`config.mk`:
```
export PLATFORM = sky130hd
export DESIGN_NAME = sd_xfer_seq
export DESIGN_NICKNAME = d
export VERILOG_FILES = /design/src/rtl/sdseq_pkg.sv /design/src/rtl/sdseq_counter.sv /design/src/rtl/sdseq_fsm.sv /design/src/rtl/sdseq_flags.sv /design/src/rtl/sd_xfer_seq.sv
export SDC_FILE = /design/constraint.sdc
export NUM_CORES = 1
export LEC_CHECK = 0
export BUFFER_PORTS_ARGS = -buffer_cell sky130_fd_sc_hd__buf_2
export CORE_ASPECT_RATIO = 0.75
export CORE_UTILIZATION = 44
export DETAILED_ROUTE_END_ITERATION = 6
export PLACE_DENSITY = 0.82
export SLEW_MARGIN = 20
export SYNTH_ARGS = -nofsm -noshare
export SYNTH_HDL_FRONTEND = slang
export SYNTH_HIERARCHICAL = 1
export SYNTH_SLANG_ARGS = --single-unit
```
`constraint.sdc`:
```
create_clock -name clk -period 2 [get_ports clk]
set_input_delay 0.1 -clock clk [delete_from_list [all_inputs] [get_ports clk]]
set_output_delay 0.1 -clock clk [all_outputs]
set_load 0.03 [all_outputs]
```
`src/rtl/sdseq_pkg.sv`:
```
// Shared encodings for the SD data transfer sequencer.
// Assumes the block count field fits below the mode field (count width <= 12).
package sdseq_pkg;

    // Data control word layout
    localparam int CTRL_W         = 21;
    localparam int MODE_LSB       = 12;
    localparam int STOP_BIT       = 14;
    localparam int DEFER_BUSY_BIT = 18;
    localparam int DEFER_RX_BIT   = 19;
    localparam int DEFER_TX_BIT   = 20;

    // Status word layout
    localparam int STAT_W    = 10;
    localparam int STAT_RX   = 0;
    localparam int STAT_TX   = 1;
    localparam int STAT_BUSY = 2;
    localparam int STAT_DONE = 4;
    localparam int STAT_SDIO = 9;

    // Interrupt enable bits
    localparam int IRQ_DONE = 0;
    localparam int IRQ_SDIO = 1;

    typedef enum logic [1:0] {
        MODE_NONE = 2'd0,
        MODE_BUSY = 2'd1,
        MODE_RX   = 2'd2,
        MODE_TX   = 2'd3
    } xfer_mode_e;

    typedef enum logic [2:0] {
        ST_IDLE,
        ST_ARMED,
        ST_BUSY,
        ST_RX,
        ST_TX
    } seq_state_e;

endpackage

```
`src/rtl/sdseq_counter.sv`:
```
// Byte and block down-counters for one data transfer.
// Loads both counts on a start and steps once per moved byte, reloading the
// byte count from the block size at each block boundary.
// Assumes load and step are never high together.
module sdseq_counter #(
    parameter int SIZE_W = 12,
    parameter int CNT_W  = 12
) (
    input  logic              clk,
    input  logic              rst_n,
    input  logic              load,
    input  logic [CNT_W-1:0]  load_num,
    input  logic [SIZE_W-1:0] blk_size,
    input  logic              step,
    output logic [SIZE_W-1:0] byte_left,
    output logic [CNT_W-1:0]  blk_left,
    output logic              last_byte
);

    localparam logic [SIZE_W-1:0] ONE_B = {{(SIZE_W-1){1'b0}}, 1'b1};
    localparam logic [CNT_W-1:0]  ONE_K = {{(CNT_W-1){1'b0}}, 1'b1};

    logic block_end;

    // The current byte is the last of its block.
    assign block_end = (byte_left == ONE_B);
    // The current byte is the last of the whole transfer.
    assign last_byte = block_end && (blk_left == ONE_K);

    // Count bytes within a block and blocks within the transfer.
    always_ff @(posedge clk) begin
        if (!rst_n) begin
            byte_left <= '0;
            blk_left  <= '0;
        end else if (load) begin
            byte_left <= blk_size;
            blk_left  <= load_num;
        end else if (step) begin
            if (block_end) begin
                blk_left  <= blk_left - ONE_K;
                byte_left <= (blk_left > ONE_K) ? blk_size : '0;
            end else begin
                byte_left <= byte_left - ONE_B;
            end
        end
    end

    assert_step_dec_R4: assert property (@(posedge clk) disable iff (!rst_n)
        (step && !load && byte_left > ONE_B) |=> (byte_left == $past(byte_left) - ONE_B))
        else $error("byte count did not decrement");

    assert_block_reload_R4: assert property (@(posedge clk) disable iff (!rst_n)
        (step && !load && block_end && blk_left > ONE_K)
        |=> (byte_left == $past(blk_size) && blk_left == $past(blk_left) - ONE_K))
        else $error("block boundary reload wrong");

endmodule

```
`src/rtl/sdseq_fsm.sv`:
```
// Transfer sequencer: decodes the data control word, arms or starts a
// transfer, gates byte movement on both handshake sides and signals finish.
// Assumes cmd_done is a single-cycle pulse; a control write in the same
// cycle takes priority over it and over any byte movement.
module sdseq_fsm
    import sdseq_pkg::*;
#(
    parameter int SIZE_W = 12,
    parameter int CNT_W  = 12
) (
    input  logic              clk,
    input  logic              rst_n,
    input  logic              ctrl_we,
    input  logic [CTRL_W-1:0] ctrl_wdata,
    input  logic              cmd_done,
    input  logic              card_busy,
    input  logic              card_rx_valid,
    input  logic              fifo_wr_space,
    input  logic              fifo_rd_avail,
    input  logic              card_tx_ready,
    input  logic              last_byte,
    input  logic [SIZE_W-1:0] blk_size,
    output logic              load,
    output logic [CNT_W-1:0]  load_num,
    output logic              rx_move,
    output logic              tx_move,
    output logic              tx_offer,
    output logic              finish,
    output logic              rx_on,
    output logic              tx_on,
    output logic              busy_on
);

    seq_state_e state_q, state_d;
    xfer_mode_e mode_q, wr_mode, start_mode;
    logic [CNT_W-1:0] num_q;
    logic wr_stop, wr_defer, wr_go, go_now, go_cmd, start, empty_xfer;
    logic ctrl_unused;

    // Map a transfer mode onto its running state.
    function automatic seq_state_e run_state(input xfer_mode_e m);
        case (m)
            MODE_BUSY: run_state = ST_BUSY;
            MODE_RX:   run_state = ST_RX;
            MODE_TX:   run_state = ST_TX;
            default:   run_state = ST_IDLE;
        endcase
    endfunction

    assign wr_mode     = xfer_mode_e'(ctrl_wdata[MODE_LSB +: 2]);
    assign wr_stop     = ctrl_wdata[STOP_BIT];
    assign ctrl_unused = ^ctrl_wdata[DEFER_BUSY_BIT-1:STOP_BIT+1];

    // Pick the defer bit belonging to the written mode.
    always_comb begin
        case (wr_mode)
            MODE_BUSY: wr_defer = ctrl_wdata[DEFER_BUSY_BIT];
            MODE_RX:   wr_defer = ctrl_wdata[DEFER_RX_BIT];
            MODE_TX:   wr_defer = ctrl_wdata[DEFER_TX_BIT];
            default:   wr_defer = 1'b0;
        endcase
    end

    assign wr_go      = ctrl_we && !wr_stop && (wr_mode != MODE_NONE);
    assign go_now     = wr_go && !wr_defer;
    assign go_cmd     = !ctrl_we && (state_q == ST_ARMED) && cmd_done;
    assign start      = go_now || go_cmd;
    assign start_mode = ctrl_we ? wr_mode : mode_q;
    assign load_num   = ctrl_we ? ctrl_wdata[CNT_W-1:0] : num_q;
    assign empty_xfer = (load_num == '0) || (blk_size == '0);
    assign load       = start;

    // Byte handshakes; a control write cycle moves nothing.
    assign rx_move  = (state_q == ST_RX) && !ctrl_we && card_rx_valid && fifo_wr_space;
    assign tx_offer = (state_q == ST_TX) && !ctrl_we && fifo_rd_avail;
    assign tx_move  = tx_offer && card_tx_ready;

    // Finish on an empty start, the final byte, or the end of busy.
    assign finish = (start && empty_xfer)
                 || ((rx_move || tx_move) && last_byte)
                 || ((state_q == ST_BUSY) && !ctrl_we && !card_busy);

    assign rx_on   = (state_q == ST_RX);
    assign tx_on   = (state_q == ST_TX);
    assign busy_on = (state_q == ST_BUSY);

    // Next-state selection: control writes first, then command, then finish.
    always_comb begin
        state_d = state_q;
        if (ctrl_we) begin
            if (go_now)
                state_d = empty_xfer ? ST_IDLE : run_state(start_mode);
            else if (wr_go)
                state_d = ST_ARMED;
            else
                state_d = ST_IDLE;
        end else if (go_cmd) begin
            state_d = empty_xfer ? ST_IDLE : run_state(start_mode);
        end else if (finish) begin
            state_d = ST_IDLE;
        end
    end

    // Sequencer state and the shadow of the last control write.
    always_ff @(posedge clk) begin
        if (!rst_n) begin
            state_q <= ST_IDLE;
            mode_q  <= MODE_NONE;
            num_q   <= '0;
        end else begin
            state_q <= state_d;
            if (ctrl_we) begin
                mode_q <= wr_mode;
                num_q  <= ctrl_wdata[CNT_W-1:0];
            end
        end
    end

    assert_one_path_R2: assert property (@(posedge clk) disable iff (!rst_n)
        $onehot0({rx_on, tx_on, busy_on}))
        else $error("more than one transfer kind active");

    assert_stop_halts_R8: assert property (@(posedge clk) disable iff (!rst_n)
        (ctrl_we && wr_stop) |=> !(rx_on || tx_on || busy_on))
        else $error("stop did not end transfer");

    assert_armed_waits_R3: assert property (@(posedge clk) disable iff (!rst_n)
        (state_q == ST_ARMED && !cmd_done && !ctrl_we) |=> (state_q == ST_ARMED))
        else $error("armed transfer left without command");

endmodule

```
`src/rtl/sdseq_flags.sv`:
```
// Status flags, interrupt request, block size and timeout value.
// Sticky flags set with priority over a software clear in the same cycle;
// live activity bits come straight from the sequencer and cannot be cleared.
module sdseq_flags
    import sdseq_pkg::*;
#(
    parameter int                SIZE_W    = 12,
    parameter int                TIMER_W   = 16,
    parameter logic [TIMER_W-1:0] TIMER_RST = 16'h2000
) (
    input  logic               clk,
    input  logic               rst_n,
    input  logic               finish,
    input  logic               rx_on,
    input  logic               tx_on,
    input  logic               busy_on,
    input  logic               sdio_en,
    input  logic               card_irq,
    input  logic               clr_we,
    input  logic [STAT_W-1:0]  clr_data,
    input  logic [1:0]         irq_mask,
    input  logic               size_we,
    input  logic [SIZE_W-1:0]  size_wdata,
    input  logic               timer_we,
    input  logic [TIMER_W-1:0] timer_wdata,
    output logic [STAT_W-1:0]  status,
    output logic               irq,
    output logic [SIZE_W-1:0]  blk_size,
    output logic [TIMER_W-1:0] timer_value
);

    logic done_q, sdio_q, sdio_hit;
    logic clr_unused;

    assign sdio_hit   = sdio_en && card_irq;
    assign clr_unused = ^{clr_data[STAT_SDIO-1:STAT_DONE+1], clr_data[STAT_DONE-1:0]};

    // Sticky finish and SDIO flags.
    always_ff @(posedge clk) begin
        if (!rst_n) begin
            done_q <= 1'b0;
            sdio_q <= 1'b0;
        end else begin
            if (finish)
                done_q <= 1'b1;
            else if (clr_we && clr_data[STAT_DONE])
                done_q <= 1'b0;
            if (sdio_hit)
                sdio_q <= 1'b1;
            else if (clr_we && clr_data[STAT_SDIO])
                sdio_q <= 1'b0;
        end
    end

    // Block size and timeout registers.
    always_ff @(posedge clk) begin
        if (!rst_n) begin
            blk_size    <= '0;
            timer_value <= TIMER_RST;
        end else begin
            if (size_we)  blk_size    <= size_wdata;
            if (timer_we) timer_value <= timer_wdata;
        end
    end

    // Assemble the status word.
    always_comb begin
        status            = '0;
        status[STAT_RX]   = rx_on;
        status[STAT_TX]   = tx_on;
        status[STAT_BUSY] = busy_on;
        status[STAT_DONE] = done_q;
        status[STAT_SDIO] = sdio_q;
    end

    assign irq = (done_q && irq_mask[IRQ_DONE]) || (sdio_q && irq_mask[IRQ_SDIO]);

    assert_finish_flag_R7: assert property (@(posedge clk) disable iff (!rst_n)
        finish |=> status[STAT_DONE])
        else $error("finish not flagged");

    assert_sdio_detect_R11: assert property (@(posedge clk) disable iff (!rst_n)
        sdio_hit |=> status[STAT_SDIO])
        else $error("sdio interrupt not detected");

    assert_sdio_quiet_R11: assert property (@(posedge clk) disable iff (!rst_n)
        (!sdio_hit && !status[STAT_SDIO]) |=> !status[STAT_SDIO])
        else $error("sdio flag set without cause");

    assert_timer_hold_R12: assert property (@(posedge clk) disable iff (!rst_n)
        !timer_we |=> $stable(timer_value))
        else $error("timer changed without write");

endmodule

```
`src/rtl/sd_xfer_seq.sv`:
```
// Top of the SD data transfer sequencer: wires the control sequencer, the
// byte/block counters and the status flags, and passes bytes between the
// card stream and the FIFO without an intermediate register.
module sd_xfer_seq
    import sdseq_pkg::*;
#(
    parameter int                 SIZE_W    = 12,
    parameter int                 CNT_W     = 12,
    parameter int                 BYTE_W    = 8,
    parameter int                 TIMER_W   = 16,
    parameter logic [TIMER_W-1:0] TIMER_RST = 16'h2000
) (
    input  logic                    clk,
    input  logic                    rst_n,
    input  logic                    size_we,
    input  logic [SIZE_W-1:0]       size_wdata,
    input  logic                    ctrl_we,
    input  logic [CTRL_W-1:0]       ctrl_wdata,
    input  logic                    stat_clr_we,
    input  logic [STAT_W-1:0]       stat_clr_data,
    input  logic                    timer_we,
    input  logic [TIMER_W-1:0]      timer_wdata,
    input  logic [1:0]              irq_mask,
    input  logic                    sdio_en,
    input  logic                    cmd_done,
    input  logic                    card_busy,
    input  logic                    card_irq,
    input  logic                    card_rx_valid,
    input  logic [BYTE_W-1:0]       card_rx_data,
    output logic                    card_rx_ack,
    input  logic                    fifo_wr_space,
    output logic                    fifo_wr_en,
    output logic [BYTE_W-1:0]       fifo_wr_data,
    input  logic                    fifo_rd_avail,
    output logic                    fifo_rd_en,
    input  logic [BYTE_W-1:0]       fifo_rd_data,
    input  logic                    card_tx_ready,
    output logic                    card_tx_valid,
    output logic [BYTE_W-1:0]       card_tx_data,
    output logic [SIZE_W+CNT_W-1:0] remain,
    output logic [STAT_W-1:0]       status,
    output logic [TIMER_W-1:0]      timer_value,
    output logic                    irq
);

    logic              load, rx_move, tx_move, tx_offer, finish;
    logic              rx_on, tx_on, busy_on, last_byte;
    logic [CNT_W-1:0]  load_num, blk_left;
    logic [SIZE_W-1:0] byte_left, blk_size;

    sdseq_fsm #(.SIZE_W(SIZE_W), .CNT_W(CNT_W)) fsm_i (
        .clk(clk), .rst_n(rst_n),
        .ctrl_we(ctrl_we), .ctrl_wdata(ctrl_wdata),
        .cmd_done(cmd_done), .card_busy(card_busy),
        .card_rx_valid(card_rx_valid), .fifo_wr_space(fifo_wr_space),
        .fifo_rd_avail(fifo_rd_avail), .card_tx_ready(card_tx_ready),
        .last_byte(last_byte), .blk_size(blk_size),
        .load(load), .load_num(load_num),
        .rx_move(rx_move), .tx_move(tx_move), .tx_offer(tx_offer),
        .finish(finish), .rx_on(rx_on), .tx_on(tx_on), .busy_on(busy_on)
    );

    sdseq_counter #(.SIZE_W(SIZE_W), .CNT_W(CNT_W)) cnt_i (
        .clk(clk), .rst_n(rst_n),
        .load(load), .load_num(load_num), .blk_size(blk_size),
        .step(rx_move || tx_move),
        .byte_left(byte_left), .blk_left(blk_left), .last_byte(last_byte)
    );

    sdseq_flags #(.SIZE_W(SIZE_W), .TIMER_W(TIMER_W), .TIMER_RST(TIMER_RST)) flags_i (
        .clk(clk), .rst_n(rst_n),
        .finish(finish), .rx_on(rx_on), .tx_on(tx_on), .busy_on(busy_on),
        .sdio_en(sdio_en), .card_irq(card_irq),
        .clr_we(stat_clr_we), .clr_data(stat_clr_data), .irq_mask(irq_mask),
        .size_we(size_we), .size_wdata(size_wdata),
        .timer_we(timer_we), .timer_wdata(timer_wdata),
        .status(status), .irq(irq), .blk_size(blk_size), .timer_value(timer_value)
    );

    // Byte paths pass straight through between card and FIFO.
    assign card_rx_ack   = rx_move;
    assign fifo_wr_en    = rx_move;
    assign fifo_wr_data  = card_rx_data;
    assign card_tx_valid = tx_offer;
    assign fifo_rd_en    = tx_move;
    assign card_tx_data  = fifo_rd_data;
    assign remain        = {blk_left, byte_left};

    assert_rx_handshake_R5: assert property (@(posedge clk) disable iff (!rst_n)
        fifo_wr_en |-> (fifo_wr_space && card_rx_valid && status[STAT_RX]))
        else $error("receive byte moved without handshake");

    assert_tx_handshake_R6: assert property (@(posedge clk) disable iff (!rst_n)
        fifo_rd_en |-> (fifo_rd_avail && card_tx_ready && status[STAT_TX]))
        else $error("transmit byte moved without handshake");

    assert_move_counts_R4: assert property (@(posedge clk) disable iff (!rst_n)
        (fifo_wr_en || fifo_rd_en) |=> (remain != $past(remain)))
        else $error("moved byte not counted");

    assert_idle_holds_R5: assert property (@(posedge clk) disable iff (!rst_n)
        (!fifo_wr_en && !fifo_rd_en && !ctrl_we && !cmd_done) |=> $stable(remain))
        else $error("count changed without a byte");

endmodule

```
Word level (Yosys, flattened, before mapping)
Cells that the tools add are included.
{ "classes": {"muxes": 21, "n_div": 0, "eq_ne": 12, "bitwise": 0, "n_reduce_logical": 40, "n_lt_le_gt_ge": 1, "multipliers": 0, "add_sub_neg": 2, "n_shift": 0} }
{ "op_table": {"columns": ["operator", "count"], "rows": [
  ["12-bit 2-to-1 mux", 8],
  ["12-bit by 1-bit == test with 1-bit output (second input constant)", 2],
  ["12-bit zero test", 2],
  ["12-bit by 1-bit subtractor with 12-bit output (second input constant)", 2],
  ["1-bit logical AND", 21],
  ["3-bit 2-to-1 mux", 5],
  ["12-bit by 1-bit > comparator with 1-bit output (second input constant)", 1],
  ["2-bit nonzero test", 5],
  ["3-bit case mux with 3 select lines", 1],
  ["2-bit == test (second input constant)", 4],
  ["3-bit by 2-bit == test with 1-bit output (second input constant)", 2],
  ["1-bit logical OR", 6],
  ["1-bit 2-to-1 mux", 5],
  ["2-bit by 1-bit == test with 1-bit output (second input constant)", 2],
  ["1-bit zero test", 4],
  ["3-bit by 1-bit == test with 1-bit output (second input constant)", 1],
  ["3-bit == test (second input constant)", 1],
  ["1-bit case mux with 3 select lines", 1],
  ["3-bit nonzero test", 1],
  ["2-bit 2-to-1 mux", 1],
  ["2-bit AND reduction", 1]
]} }
{ "totals": {"mem_count": 0, "regBits": 71, "ram_bits": 0, "latch_bits": 0, "out_inout_bits": 71, "elab_cells": 85, "mem_bits_ro": 0, "input_bits": 91} }

Longest topological paths before layout
Gate-level depths: netlist of run 1.
{ "logic_depth": {"ltp_word": 11, "mapped_depth": 9, "ltp_nobuf": 9} }

By module
Netlist of run 1, hierarchy kept.
{ "by_module_without_submodules": {"columns": ["mod", "instances", "seq_area_each_um2", "cells_each", "area_per_inst_um2"], "rows": [
  ["sdseq_counter", 1, 480.5, 204, 1649.1],
  ["sdseq_flags", 1, 600.6, 110, 1229.9],
  ["sdseq_fsm", 1, 340.3, 104, 1004.7],
  ["sd_xfer_seq", 1, 0.0, 18, 133.9]
]} }

Least setup slack after synthesis of run 1
No wires, ideal clock.
{ "synth_path": {"path_type": "register to register", "from": "reg fsm_i.state_q[0]", "to": "reg cnt_i.blk_left[11]", "required_time_ns": 1.926, "path_slack_ns": -0.679, "synth_period_minus_slack_ns": 2.679, "n_path_buf": 0, "stages_incl_launch_ff": 8, "setup_ns": 0.074, "t_arrival_ns": 2.605, "cell_sequence": "dfxtp_1 or4b_4 nor2_1 or2_1 and2b_2 nand4_4 or4_1 a31oi_1"} }
{ "synth_between": {"elab_chain_cells": 7, "elab_cells_between_ends": 17, "cone_classes": "eq/ne (3); mux (1); reduce/logical (13)"} }
{ "synth_rtl": {"columns": ["item", "line", "text"], "rows": [
  ["start: declaration", "sdseq_fsm.sv:34", "seq_state_e state_q, state_d;"],
  ["start signal: assignment", "sdseq_fsm.sv:111", "state_q <= state_d;"],
  ["3-bit == test", "sdseq_fsm.sv:75", "assign tx_offer = (state_q == ST_TX) && !ctrl_we && fifo_rd_avail;"],
  ["1-bit logical AND (2 in series)", "sdseq_fsm.sv:75", null],
  ["1-bit logical AND", "sdseq_fsm.sv:76", "assign tx_move = tx_offer && card_tx_ready;"],
  ["net fifo_rd_en", "sd_xfer_seq.sv:35", "output logic fifo_rd_en,"],
  ["1-bit logical OR", "sd_xfer_seq.sv:66", ".step(rx_move || tx_move),"],
  ["2-bit nonzero test (no line)", null, null],
  ["2-bit AND reduction (no line)", null, null],
  ["end signal: assignment", "sdseq_counter.sv:37", "blk_left <= load_num;"],
  ["end signal: assignment", "sdseq_counter.sv:40", "blk_left <= blk_left - ONE_K;"],
  ["end: declaration", "sdseq_counter.sv:16", "output logic [CNT_W-1:0] blk_left,"]
]} }
The timed path passes the listed nets, and every way through them passes these cells.
A chain may end at the register's enable or synchronous reset.

Worst setup path after layout of run 1
{ "layout_path": {"from": "reg fsm_i.state_q[1]", "to": "reg cnt_i.blk_left[2]"} }
{ "layout_between": {"elab_chain_cells": 7, "elab_cells_between_ends": 17, "cone_classes": "eq/ne (3); mux (1); reduce/logical (13)"} }
{ "layout_rtl": {"columns": ["item", "line"], "rows": [
  ["3-bit by 2-bit == test with 1-bit output or 3-bit == test (tied branches)", "sdseq_fsm.sv:74, sdseq_fsm.sv:75"],
  ["1-bit logical AND, on equally long branches (2 in series)", "sdseq_fsm.sv:74, sdseq_fsm.sv:75"],
  ["1-bit logical AND, on equally long branches", "sdseq_fsm.sv:74, sdseq_fsm.sv:76"],
  ["1-bit logical OR", "sd_xfer_seq.sv:66"],
  ["2-bit nonzero test (no line)", null],
  ["2-bit AND reduction (no line)", null]
]} }
Several ways; a longest one is shown, not always the timed one.

==> impl_metrics.py, run 1 <==
metrics = {
    "timing": {
        "max_freq_mhz": 462,
        "finalHoldViolations": 0,
        "slew_headroom_pct": 59.3,
        "drv_slew": 0,
        "hold-worst-slack_ns": 0.0208,
        "setup_viol": 18,
        "timing.final.ws_setup_ns": -0.165,
        "fin_skew_ns": 0.00880,
        "worst_pin_slew_ns": 0.604,
        "rsz0062_at_grt": "yes",
        "finalCritPeriodShare_pct": 108,
        "timing.final.crit_period_ns": 2.16,
    },
    "floorplanning": {
        "die_width_um": 112,
        "num_rows": 29,
        "io_pins": 162,
        "start_util_pct": 46.3,
        "die_height_um": 84.8,
        "core_sq_um": 8670,
        "die_area_sq_um": 9520,
    },
    "grt": {
        "busiest_layer": "met2",
        "grtUsageMet3_pct": 5.34,
        "grt_pass1_wl_um": 18700,
        "track_usage_pct": 25.1,
        "grt_antenna_before_repair": 0,
        "use_met2_pct": 42.0,
        "overflow": 0,
        "grt_max_degree": 32,
        "first_global_vias": 3803,
        "globalRouteMet1Util_pct": 31.7,
    },
    "clock_tree": {
        "clk_pin_slew_ns": 0.06,
        "h-tree-depth": 3,
        "tritoncts": "done",
        "cts_buffers": 9,
        "clock-root-buffer": "clkbuf_16",
        "cts_buffer_depth": 2,
        "cts_sinks": 71,
        "insertion_delay_ns": 0.33,
    },
    "drt": {
        "dr.pass1.iters": 7,
        "routedWlPerCell_um": 17.5,
        "drt-total-wl_um": 12100,
        "vias": 4009,
        "final_antenna_net_count": 0,
        "drc": 15,
        "vias_per_cell": 5.79,
        "drt_iter0_markers": 348,
    },
    "cells_and_area": {
        "antenna_cells": 0,
        "instances_no_fill": 692,
        "finish.utilization_pct": 61.9,
        "stdcell_area_sq_um": 5370,
        "final_nets": 676,
        "area_delta_synth_final_pct": 33.5,
        "drive_gt1_share_pct": 42.8,
        "layout.cells.most_common_list": "113 x buf_2, 68 x dfxtp_1, 54 x buf_4, 33 x mux2i_1, 28 x nor2b_1",
        "final_common_cell": "buf_2",
    },
    "logic_synthesis": {
        "synth_ff_type": "dfxtp_1",
        "synth_edf_count": 0,
        "syn_inst": 436,
        "synth-seq-cells": 71,
        "synthArstFlopShare_pct": 0,
        "synth_area_sq_um": 4020,
        "avgSynthCellArea_sq_um": 9.21,
        "ys_types": 76,
        "yosysSeqAreaShare_pct": 35.4,
        "yosysWarnings": 6,
    },
    "hold_path": {
        "hold_depth": 3,
        "hold_class": "in2reg",
    },
    "setup_path": {
        "r2r.worst_path.cells": 8,
        "path_delay_family": "simple AND/OR/NAND/NOR gates",
        "crit_path_max_incr_delay_ns": 0.55,
        "cp_cell_sequence": "or4b_4 > nor2_4 > or2_4 > and2b_2 > and4_4 > buf_6 > a211oi_2 > nor3_1",
        "crit_cells": 8,
        "cp-endpoint": "cnt_i/blk_left[2]",
        "crit_path_start_kind": "register",
        "cp.required_ns": 2.23,
        "timing.critical_path.buf_inv": 1,
        "r2r_end": "cnt_i/blk_left[2]",
        "crit_arrival_ns": 2.39,
        "rrSetupSlack_ns": -0.16,
        "criticalPathCategory": "reg2reg",
        "worstReg2RegStart": "fsm_i/state_q[1]",
        "cp-startpoint": "fsm_i/state_q[1]",
        "slowest_stage": "or4b_4",
        "endpoint_kind": "register",
        "crit_path_max_fanout": 6,
    },
    "place": {
        "hpwl_um": 8600,
        "place_congestion": 0.902,
        "portBuffers": 113,
        "dpl.cell_count": 664,
        "post_dp_cell_area_sq_um": 4830,
    },
    "run_status": {
        "violations": "DRC, setup timing",
        "status": "finished with violations",
    },
    "pwr": {
        "total_power_mw": 3.95,
        "ir_worst_vdd_uv": 388,
        "p_leak_nw": 2.43,
        "p_per_area_nw_per_um2": 735,
    },
    "job": {
        "maxCapViolations": 0,
    },
}
-- final cells by class --
cell class / count / area, sq um
fillers: 712 / 3310
multi-input cells: 307 / 2420
flip-flops and latches: 71 / 1430
repair buffers: 173 / 1040
clock buffers: 9 / 225
well taps: 108 / 135
inverters: 17 / 63.8
clock inverters: 7 / 58.8
-- how the worst min path moves through the flow --
stage / start / slack, ns / to
floorplan: stat_clr_data[4] / 0.21 / flags_i/done_q
global placement: fifo_rd_data[1] / 0.20 / card_tx_data[1]
detailed placement: fifo_rd_data[1] / 0.20 / card_tx_data[1]
CTS: timer_wdata[13] / 0.01 / flags_i/timer_value[13]
global route: timer_wdata[13] / 0.03 / flags_i/timer_value[13]
finish: timer_wdata[13] / 0.02 / flags_i/timer_value[13]
-- logic make-up after synthesis --
| kind of cell | count (synthesis) | share of synthesized area (%) |
|---|---|---|
| buf+inv | 63 | 9.90 |
| flops | 71 | 35.4 |
| xor+xnor | 3 | 0.654 |
| other cells | 1 | 0.0933 |
| compound gates | 83 | 14.7 |
| mux | 47 | 12.1 |
| fa+ha+maj | 6 | 1.87 |
| simple gates | 162 | 25.3 |
-- worst min-delay path, cell delays in order --
cell and delay [ns]:
buf_2 0.08, mux2i_1 0.08, nand2_1 0.06
-- synthesized netlist by cell type, types with 3 or more instances --
master	instances	area (sq um)
a31oi_1	9	56.3
nor2_1	20	75.1
nor4_1	15	93.8
buf_2	4	20.0
and2_1	14	87.6
ha_1	6	75.1
nand4b_1	4	35.0
or3_1	3	18.8
o211ai_1	3	22.5
nor3b_1	3	22.5
nand3_1	9	45.0
clkbuf_1	8	30.0
a21oi_1	9	45.0
xnor2_1	3	26.3
o32ai_1	5	43.8
nor3_1	14	70.1
o21ai_0	22	110
mux2_2	14	158
buf_4	27	203
buf_6	3	33.8
mux2i_1	33	330
inv_1	17	63.8
dfxtp_1	71	1420
nor2b_1	28	175
nand2_1	18	67.6
o21a_1	5	37.5
and4_1	5	43.8
o22ai_1	4	25.0
or4_1	4	30.0
-- state kept, by name (all words and copies together) (netlist names) --
| name | flops |
|---|---|
| flags_i/timer_value | 16 |
| cnt_i/blk_left | 12 |
| cnt_i/byte_left | 12 |
| flags_i/blk_size | 12 |
| fsm_i/num_q | 12 |
| fsm_i/state_q | 3 |
| fsm_i/mode_q | 2 |
| flags_i/done_q | 1 |
| flags_i/sdio_q | 1 |
-- metrics by stage --
| stage | TNS (ns) | worst slack (ns) |
|---|---|---|
| 6_report | -1.22 | -0.165 |
| 5_1_grt | -2.90 | -0.219 |
| 4_1_cts | -0.627 | -0.0981 |
| 3_5_place_dp | -1.73 | -0.171 |
| 3_3_place_gp | -0.989 | -0.104 |
| 2_1_floorplan | -2.38 | -0.273 |
-- routing by layer --
| metal | routed length (um) | part of all wire, % |
|---|---|---|
| met1 | 5150 | 42 |
| met2 | 5590 | 46 |
| met3 | 1120 | 9.2 |
| met4 | 270 | 2.2 |
| met5 | 0 | 0 |
-- report_power, final --
part | internal [mW] | leakage [nW] | switching (mW) | total (mW)
Combinational | 0.356 | 1.71 | 0.491 | 0.847
Sequential | 1.49 | 0.584 | 0.0672 | 1.56
Clock | 0.862 | 0.134 | 0.679 | 1.54
-- what timing repair did --
item | 4_1_cts | 5_1_grt
pin swaps | 10 | 4
setup endpoints to repair | 21 | 27
endpoints found under the hold margin | 1 | 0
cloned | 1 | 0
hold buffers | 2 | 0
gates resized for setup | 20 | 15
setup buffers | 5 | 4
Power figures use the tool's default switching activity.
==> inputs of run 2 (changes only) <==
- ABC_AREA: not set -> 1
- CORE_UTILIZATION: 44 -> 45
- PLACE_DENSITY: 0.82 -> 0.83
==> run 2 against run 1 <==
The flow now finishes without violations. Synthesized cell count grew 46%. Critical path depth increased by 4. Sequential cell count did not move. Worst setup slack gained 0.31 ns. Power up 6.8%. Combinational power is 18% higher. Fmax is 17% higher. Critical path type unchanged. Largest power group is now clock.
==> impl_metrics.py, run 2 <==
metrics = {
    "place": {
        "post_dp_cell_area_sq_um": 4570,
        "place_ws_ns": 0.144,
        "hpwl_um": 7240,
        "place_congestion": 0.866,
        "portBuffers": 113,
        "dpl.cell_count": 824,
    },
    "hold_path": {
        "hold_end": "flags_i/timer_value[8]",
        "hold_class": "in2reg",
        "hp-start": "timer_wdata[8]",
        "hold_depth": 3,
    },
    "logic_synthesis": {
        "syn_inst": 636,
        "synth_common_cells": "124 x nand2_1, 121 x nor2_1, 76 x inv_1",
        "yosysSeqAreaShare_pct": 34.4,
        "synth_area_sq_um": 4130,
        "ys_types": 34,
        "synthTopCellsByArea": "dfxtp_1 34%, nand2_1 11%, nor2_1 11%, inv_1 6.9%, o21ai_0 6.4%",
        "synthArstFlopShare_pct": 0,
        "synth_top_area_share_pct": 34.4,
        "synth-seq-cells": 71,
        "yosysTopAreaCell": "dfxtp_1",
        "synth_ff_type": "dfxtp_1",
        "synthMostInstantiatedCell": "nand2_1",
        "yosysWarnings": 6,
        "avgSynthCellArea_sq_um": 6.49,
        "synth_edf_count": 0,
    },
    "drt": {
        "vias_per_cell": 4.99,
        "vias": 4290,
        "routedWlPerCell_um": 12.2,
        "drt-total-wl_um": 10500,
        "dr.pass1.iters": 6,
        "drc": 0,
        "final_antenna_net_count": 0,
        "drt_iter0_markers": 313,
    },
    "clock_tree": {
        "cts_setup_buffers": 0,
        "insertion_delay_ns": 0.33,
        "clock-root-buffer": "clkbuf_16",
        "cts_sinks": 71,
        "cts_buffers": 9,
        "h-tree-depth": 3,
        "cts_buffer_depth": 2,
        "tritoncts": "done",
        "clk_pin_slew_ns": 0.06,
    },
    "setup_path": {
        "criticalPathCategory": "reg2reg",
        "slowest_stage": "dfxtp_1",
        "r2r_end": "cnt_i/byte_left[7]",
        "worstReg2RegStart": "fsm_i/state_q[2]",
        "timing.critical_path.buf_inv": 3,
        "path_delay_family": "simple AND/OR/NAND/NOR gates",
        "crit_path_start_kind": "register",
        "crit_arrival_ns": 2.12,
        "cp_cell_sequence": "inv_1 > nand2_1 > nor2_1 > nand3_2 > nand2_4 > buf_6 > nor2_1 > nand3_1 > nand2_1 > inv_2 > nand3_1 > a21oi_1",
        "rrSetupSlack_ns": 0.15,
        "cp.required_ns": 2.26,
        "crit_path_max_fanout": 18,
        "cp-startpoint": "fsm_i/state_q[2]",
        "crit_path_max_incr_delay_ns": 0.32,
        "r2r.worst_path.cells": 12,
        "endpoint_kind": "register",
    },
    "floorplanning": {
        "num_rows": 29,
        "start_util_pct": 47.6,
        "io_pins": 162,
        "die_height_um": 84.9,
        "core_sq_um": 8670,
        "die_width_um": 113,
        "die_area_sq_um": 9560,
    },
    "grt": {
        "overflow": 0,
        "grt_antenna_before_repair": 0,
        "track_usage_pct": 22.2,
        "grt_pass1_wl_um": 17200,
        "first_global_vias": 3847,
        "grt_max_degree": 45,
    },
    "cells_and_area": {
        "area_delta_synth_final_pct": 23.9,
        "finish.utilization_pct": 59.0,
        "antenna_cells": 0,
        "max_flop_register": "flags_i/timer_value",
        "nFillCells": 798,
        "final_common_cell": "nand2_1",
        "instances_no_fill": 859,
        "largest_reg_flops": 16,
        "drive_gt1_share_pct": 23.3,
        "layout.cells.most_common_list": "123 x nand2_1, 121 x nor2_1, 113 x buf_2, 76 x inv_1, 71 x dfxtp_1",
        "stdcell_area_sq_um": 5110,
        "final_nets": 843,
    },
    "run_status": {
        "status": "complete, no violations",
    },
    "timing": {
        "drv_slew": 0,
        "setup_viol": 0,
        "finalHoldViolations": 0,
        "timing.final.ws_setup_ns": 0.145,
        "timing.final.crit_period_ns": 1.85,
        "tns_ns": 0,
        "max_freq_mhz": 539,
        "fin_skew_ns": 0.00619,
        "hold-worst-slack_ns": 0.000818,
        "finalCritPeriodShare_pct": 92.7,
    },
    "pwr": {
        "total_power_mw": 4.21,
        "ir_worst_vdd_uv": 383,
        "p_per_area_nw_per_um2": 824,
        "p_leak_nw": 2.72,
    },
    "job": {
        "maxCapViolations": 0,
    },
}
## run 2: cell count changes after synthesis, moves of 30 or more
cell     previous run  this run
inv_1              17        76
nand2_1            18       124
o21ai_0            22        53
nor2_1             20       121
mux2i_1            33         0
nand3_1             9        39
## run 2: how the worst max path moves through the flow
stage / endpoint / slack, ns / cells past startpoint
finish: cnt_i/byte_left[7] / 0.15 / 12
global route: cnt_i/byte_left[5] / -0.07 / 12
CTS: cnt_i/byte_left[7] / 0.12 / 12
detailed placement: cnt_i/byte_left[7] / 0.14 / 12
global placement: cnt_i/byte_left[7] / 0.16 / 12
floorplan: cnt_i/blk_left[4] / 0.16 / 12
## run 2: report_power, final
part           internal (mW)  switching [mW]  total [mW]
clock network          0.982           0.647        1.63
registers               1.51          0.0739        1.58
logic                  0.351           0.649        1.00
total                   2.84            1.37        4.21
## run 2: worst register-to-register path, stage by stage (launching register included)
cell and delay [ns]:
dfxtp_1 0.32, inv_1 0.12, nand2_1 0.07, nor2_1 0.16, nand3_2 0.13, nand2_4 0.12, buf_6 0.19, nor2_1 0.06
nand3_1 0.12, nand2_1 0.09, inv_2 0.15, nand3_1 0.12, a21oi_1 0.15
## run 2: cell type report
class                      count  area, sq um  area share (%)
timing repair buffer         142          835            16.3
clock buffer                   9          225            4.40
clock inverter                 7         80.1            1.57
tap                          108          135            2.64
inverter                      85          319            6.24
sequential                    71         1420            27.8
multi-input combinational    437         2100            41.0
## run 2: kinds of logic (layout without fill, tap and decap cells)
logic type / count (synthesis) / count (layout) / share of synthesized area (%)
AO/OA/AOI/OAI: 101 / 101 / 13.4
buffers and inverters: 132 / 243 / 16.0
flip-flops: 71 / 71 / 34.4
other: 1 / 5 / 0.0909
AND/OR/NAND/NOR: 319 / 319 / 33.0
XOR/XNOR: 6 / 6 / 1.27
adder cells (fa/ha/maj): 6 / 6 / 1.82
## run 2: what timing repair did
item,4_1_cts,5_1_grt
resized for setup,0,8
hold buffers,19,0
endpoints found under the setup margin,0,19
hold endpoints to repair,19,0
## run 2: metal layers
layer | global-route usage, % | share of wire, %
met1 | 28.9 | 48
met2 | 37.0 | 45
met3 | 5.57 | 6.5
met4 | 5.33 | 1.2
met5 | 0 | 0
==> inputs of run 3 (changes only) <==
- CORE_ASPECT_RATIO: 0.75 -> 2
- PLACE_DENSITY: 0.83 -> 0.8
- clock period: 2 -> 2.2 ns (I/O delays scaled with it)
==> run 3 against run 2 <==
Count of clock-buffer cells in the layout is 2 higher. Register-to-register slack better by 0.05 ns. Routed wire length is 4.0% higher. First-iteration DRC count is 29% lower. Sequential share of layout area is 0.69 points higher. Critical path type unchanged. Sequential power is 9% lower. Clock power hardly changed.
==> impl_metrics.py, run 3 (synthesis gave the netlist of run 2 again) <==
metrics = {
    "floorplanning": {
        "start_util_pct": 46.1,
        "io_pins": 162,
        "die_area_sq_um": 9580,
        "num_rows": 49,
        "die_height_um": 137,
        "core_sq_um": 8950,
        "die_width_um": 69.7,
    },
    "cells_and_area": {
        "register_area_sq_um": 1420,
        "finish.utilization_pct": 55.7,
        "final_nets": 832,
        "layout.cells.most_common_list": "124 x nand2_1, 121 x nor2_1, 113 x buf_2, 76 x inv_1, 71 x dfxtp_1",
        "drive_gt1_share_pct": 22.6,
        "multiInputGateArea_sq_um": 2060,
        "final_common_cell": "nand2_1",
        "nFillCells": 873,
        "area_delta_synth_final_pct": 20.9,
        "antenna_cells": 0,
        "largest_reg_flops": 16,
        "max_flop_register": "flags_i/timer_value",
    },
    "pwr": {
        "intPower_mw": 2.73,
        "ir_worst_vdd_uv": 748,
        "p_per_area_nw_per_um2": 789,
        "p_switching_mw": 1.21,
        "p_clk_share_pct": 40.8,
        "total_power_mw": 3.94,
        "p_leak_nw": 2.68,
        "pwr-share-seq_pct": 36.6,
        "p_sw_share_pct": 30.8,
        "p_comb_share_pct": 22.5,
    },
    "drt": {
        "final_antenna_net_count": 0,
        "vias": 4334,
        "routedWlPerCell_um": 13.0,
        "drc": 0,
        "drt_iter0_markers": 223,
        "vias_per_cell": 5.15,
        "dr.pass1.iters": 4,
        "drt-total-wl_um": 10900,
    },
    "run_status": {
        "status": "complete, no violations",
    },
    "job": {
        "maxCapViolations": 0,
    },
    "setup_path": {
        "crit_path_max_incr_delay_ns": 0.39,
        "endpoint_kind": "register",
        "cp.required_ns": 2.43,
        "criticalPathCategory": "reg2reg",
        "cp_cell_sequence": "inv_1 > nor3_1 > nand2_1 > inv_1 > inv_1 > nand2_1 > nor2_4 > inv_2 > buf_4 > nand2_1 > o21ai_0 > a21oi_1",
        "slowest_stage": "dfxtp_1",
        "crit_arrival_ns": 2.23,
        "crit_path_max_fanout": 17,
        "crit_path_start_kind": "register",
    },
    "clock_tree": {
        "cts_buffers": 9,
        "tritoncts": "done",
        "insertion_delay_ns": 0.34,
        "cts_buffer_depth": 2,
        "clk_pin_slew_ns": 0.06,
        "h-tree-depth": 3,
        "clock-root-buffer": "clkbuf_16",
        "cts_sinks": 71,
    },
    "place": {
        "hpwl_um": 8250,
        "place_congestion": 0.930,
        "portBuffers": 113,
    },
    "timing": {
        "tns_ns": 0,
        "drv_slew": 0,
        "timing.final.crit_period_ns": 2.00,
        "slew_headroom_pct": 66.4,
        "finalHoldViolations": 0,
        "worst_pin_slew_ns": 0.503,
        "setup_viol": 0,
        "fin_skew_ns": 0.00552,
        "rsz0062_at_grt": "no",
        "max_freq_mhz": 499,
        "hold-worst-slack_ns": 0.00491,
        "finalCritPeriodShare_pct": 91.0,
    },
    "grt": {
        "track_usage_pct": 23.6,
        "grt_antenna_before_repair": 0,
        "first_global_vias": 4219,
        "grt_pass1_wl_um": 18000,
        "overflow": 0,
        "grt_max_degree": 30,
    },
    "hold_path": {
        "hold_class": "in2reg",
    },
}
run 3: changes by cell type in the layout (fill, tap and decap cells not counted), sizes merged:
cell,change
clkbuf,+2
buf,-4
dlygate4sd3,-7
inv,-3
clkinvlp,+1
clkinv,-1
bufinv,+1
run 3: power by group through the flow:
stage,combinational [mW],sequential [mW],clock [mW]
5_1_grt,0.993,1.45,1.69
3_3_place_gp,0.842,1.46,0
6_report,0.888,1.44,1.61
2_1_floorplan,0.612,1.55,0
4_1_cts,0.887,1.44,1.63
3_5_place_dp,0.866,1.47,0
run 3: path summary, 6_finish.rpt:
| check | from | endpoint | slack, ns | cells after the start |
|---|---|---|---|---|
| worst max-delay path | fsm_i/state_q[0] | cnt_i/byte_left[6] | 0.20 | 12 |
| worst min-delay path | size_wdata[9] | flags_i/blk_size[9] | 0.005 | 3 |
| worst max register to register | fsm_i/state_q[0] | cnt_i/byte_left[6] | 0.20 | 12 |
| worst min register to register | flags_i/timer_value[13] | flags_i/timer_value[13] | 0.46 | 2 |
run 3: layout make-up:
class                   count  area share, %
clock buffers              11           5.07
clock inverters             5           1.60
inverters                  85           6.39
multi-input cells         437           41.2
flip-flops and latches     71           28.5
well taps                 102           2.56
repair buffers            131           14.6
run 3: through the flow:
step / setup WS (ns) / std cells / cell area (sq um)
2_1_floorplan: 0.359 / 640 / 4140
3_3_place_gp: 0.280 / 814 / 4540
3_5_place_dp: 0.234 / 814 / 4540
4_1_cts: 0.220 / 842 / 4990
5_1_grt: 0.0302 / 842 / 4990
6_report: 0.198 / 842 / 4990
run 3: what timing repair did:
action                    in CTS  in global routing
gates resized for setup        0                  0
hold buffers                  12                  0
setup buffers                  0                  0
hold endpoints to repair      12                  0
run 3: critical path, delay by kind of cell, from the launching register on:
family	cells	cell delay [ns]
DFF	1	0.39
buffers and inverters	5	0.55
AOI/OAI and AO/OA	2	0.23
and+or+nand+nor	5	0.70
run 3: per-layer routing:
layer	GRT usage, %	share of wire, %	vias to the layer above
li1	-	-	2164
met1	22.3	35	1964
met2	44.9	54	165
met3	4.46	5.8	41
met4	17.1	5.2	0
met5	0	0	-
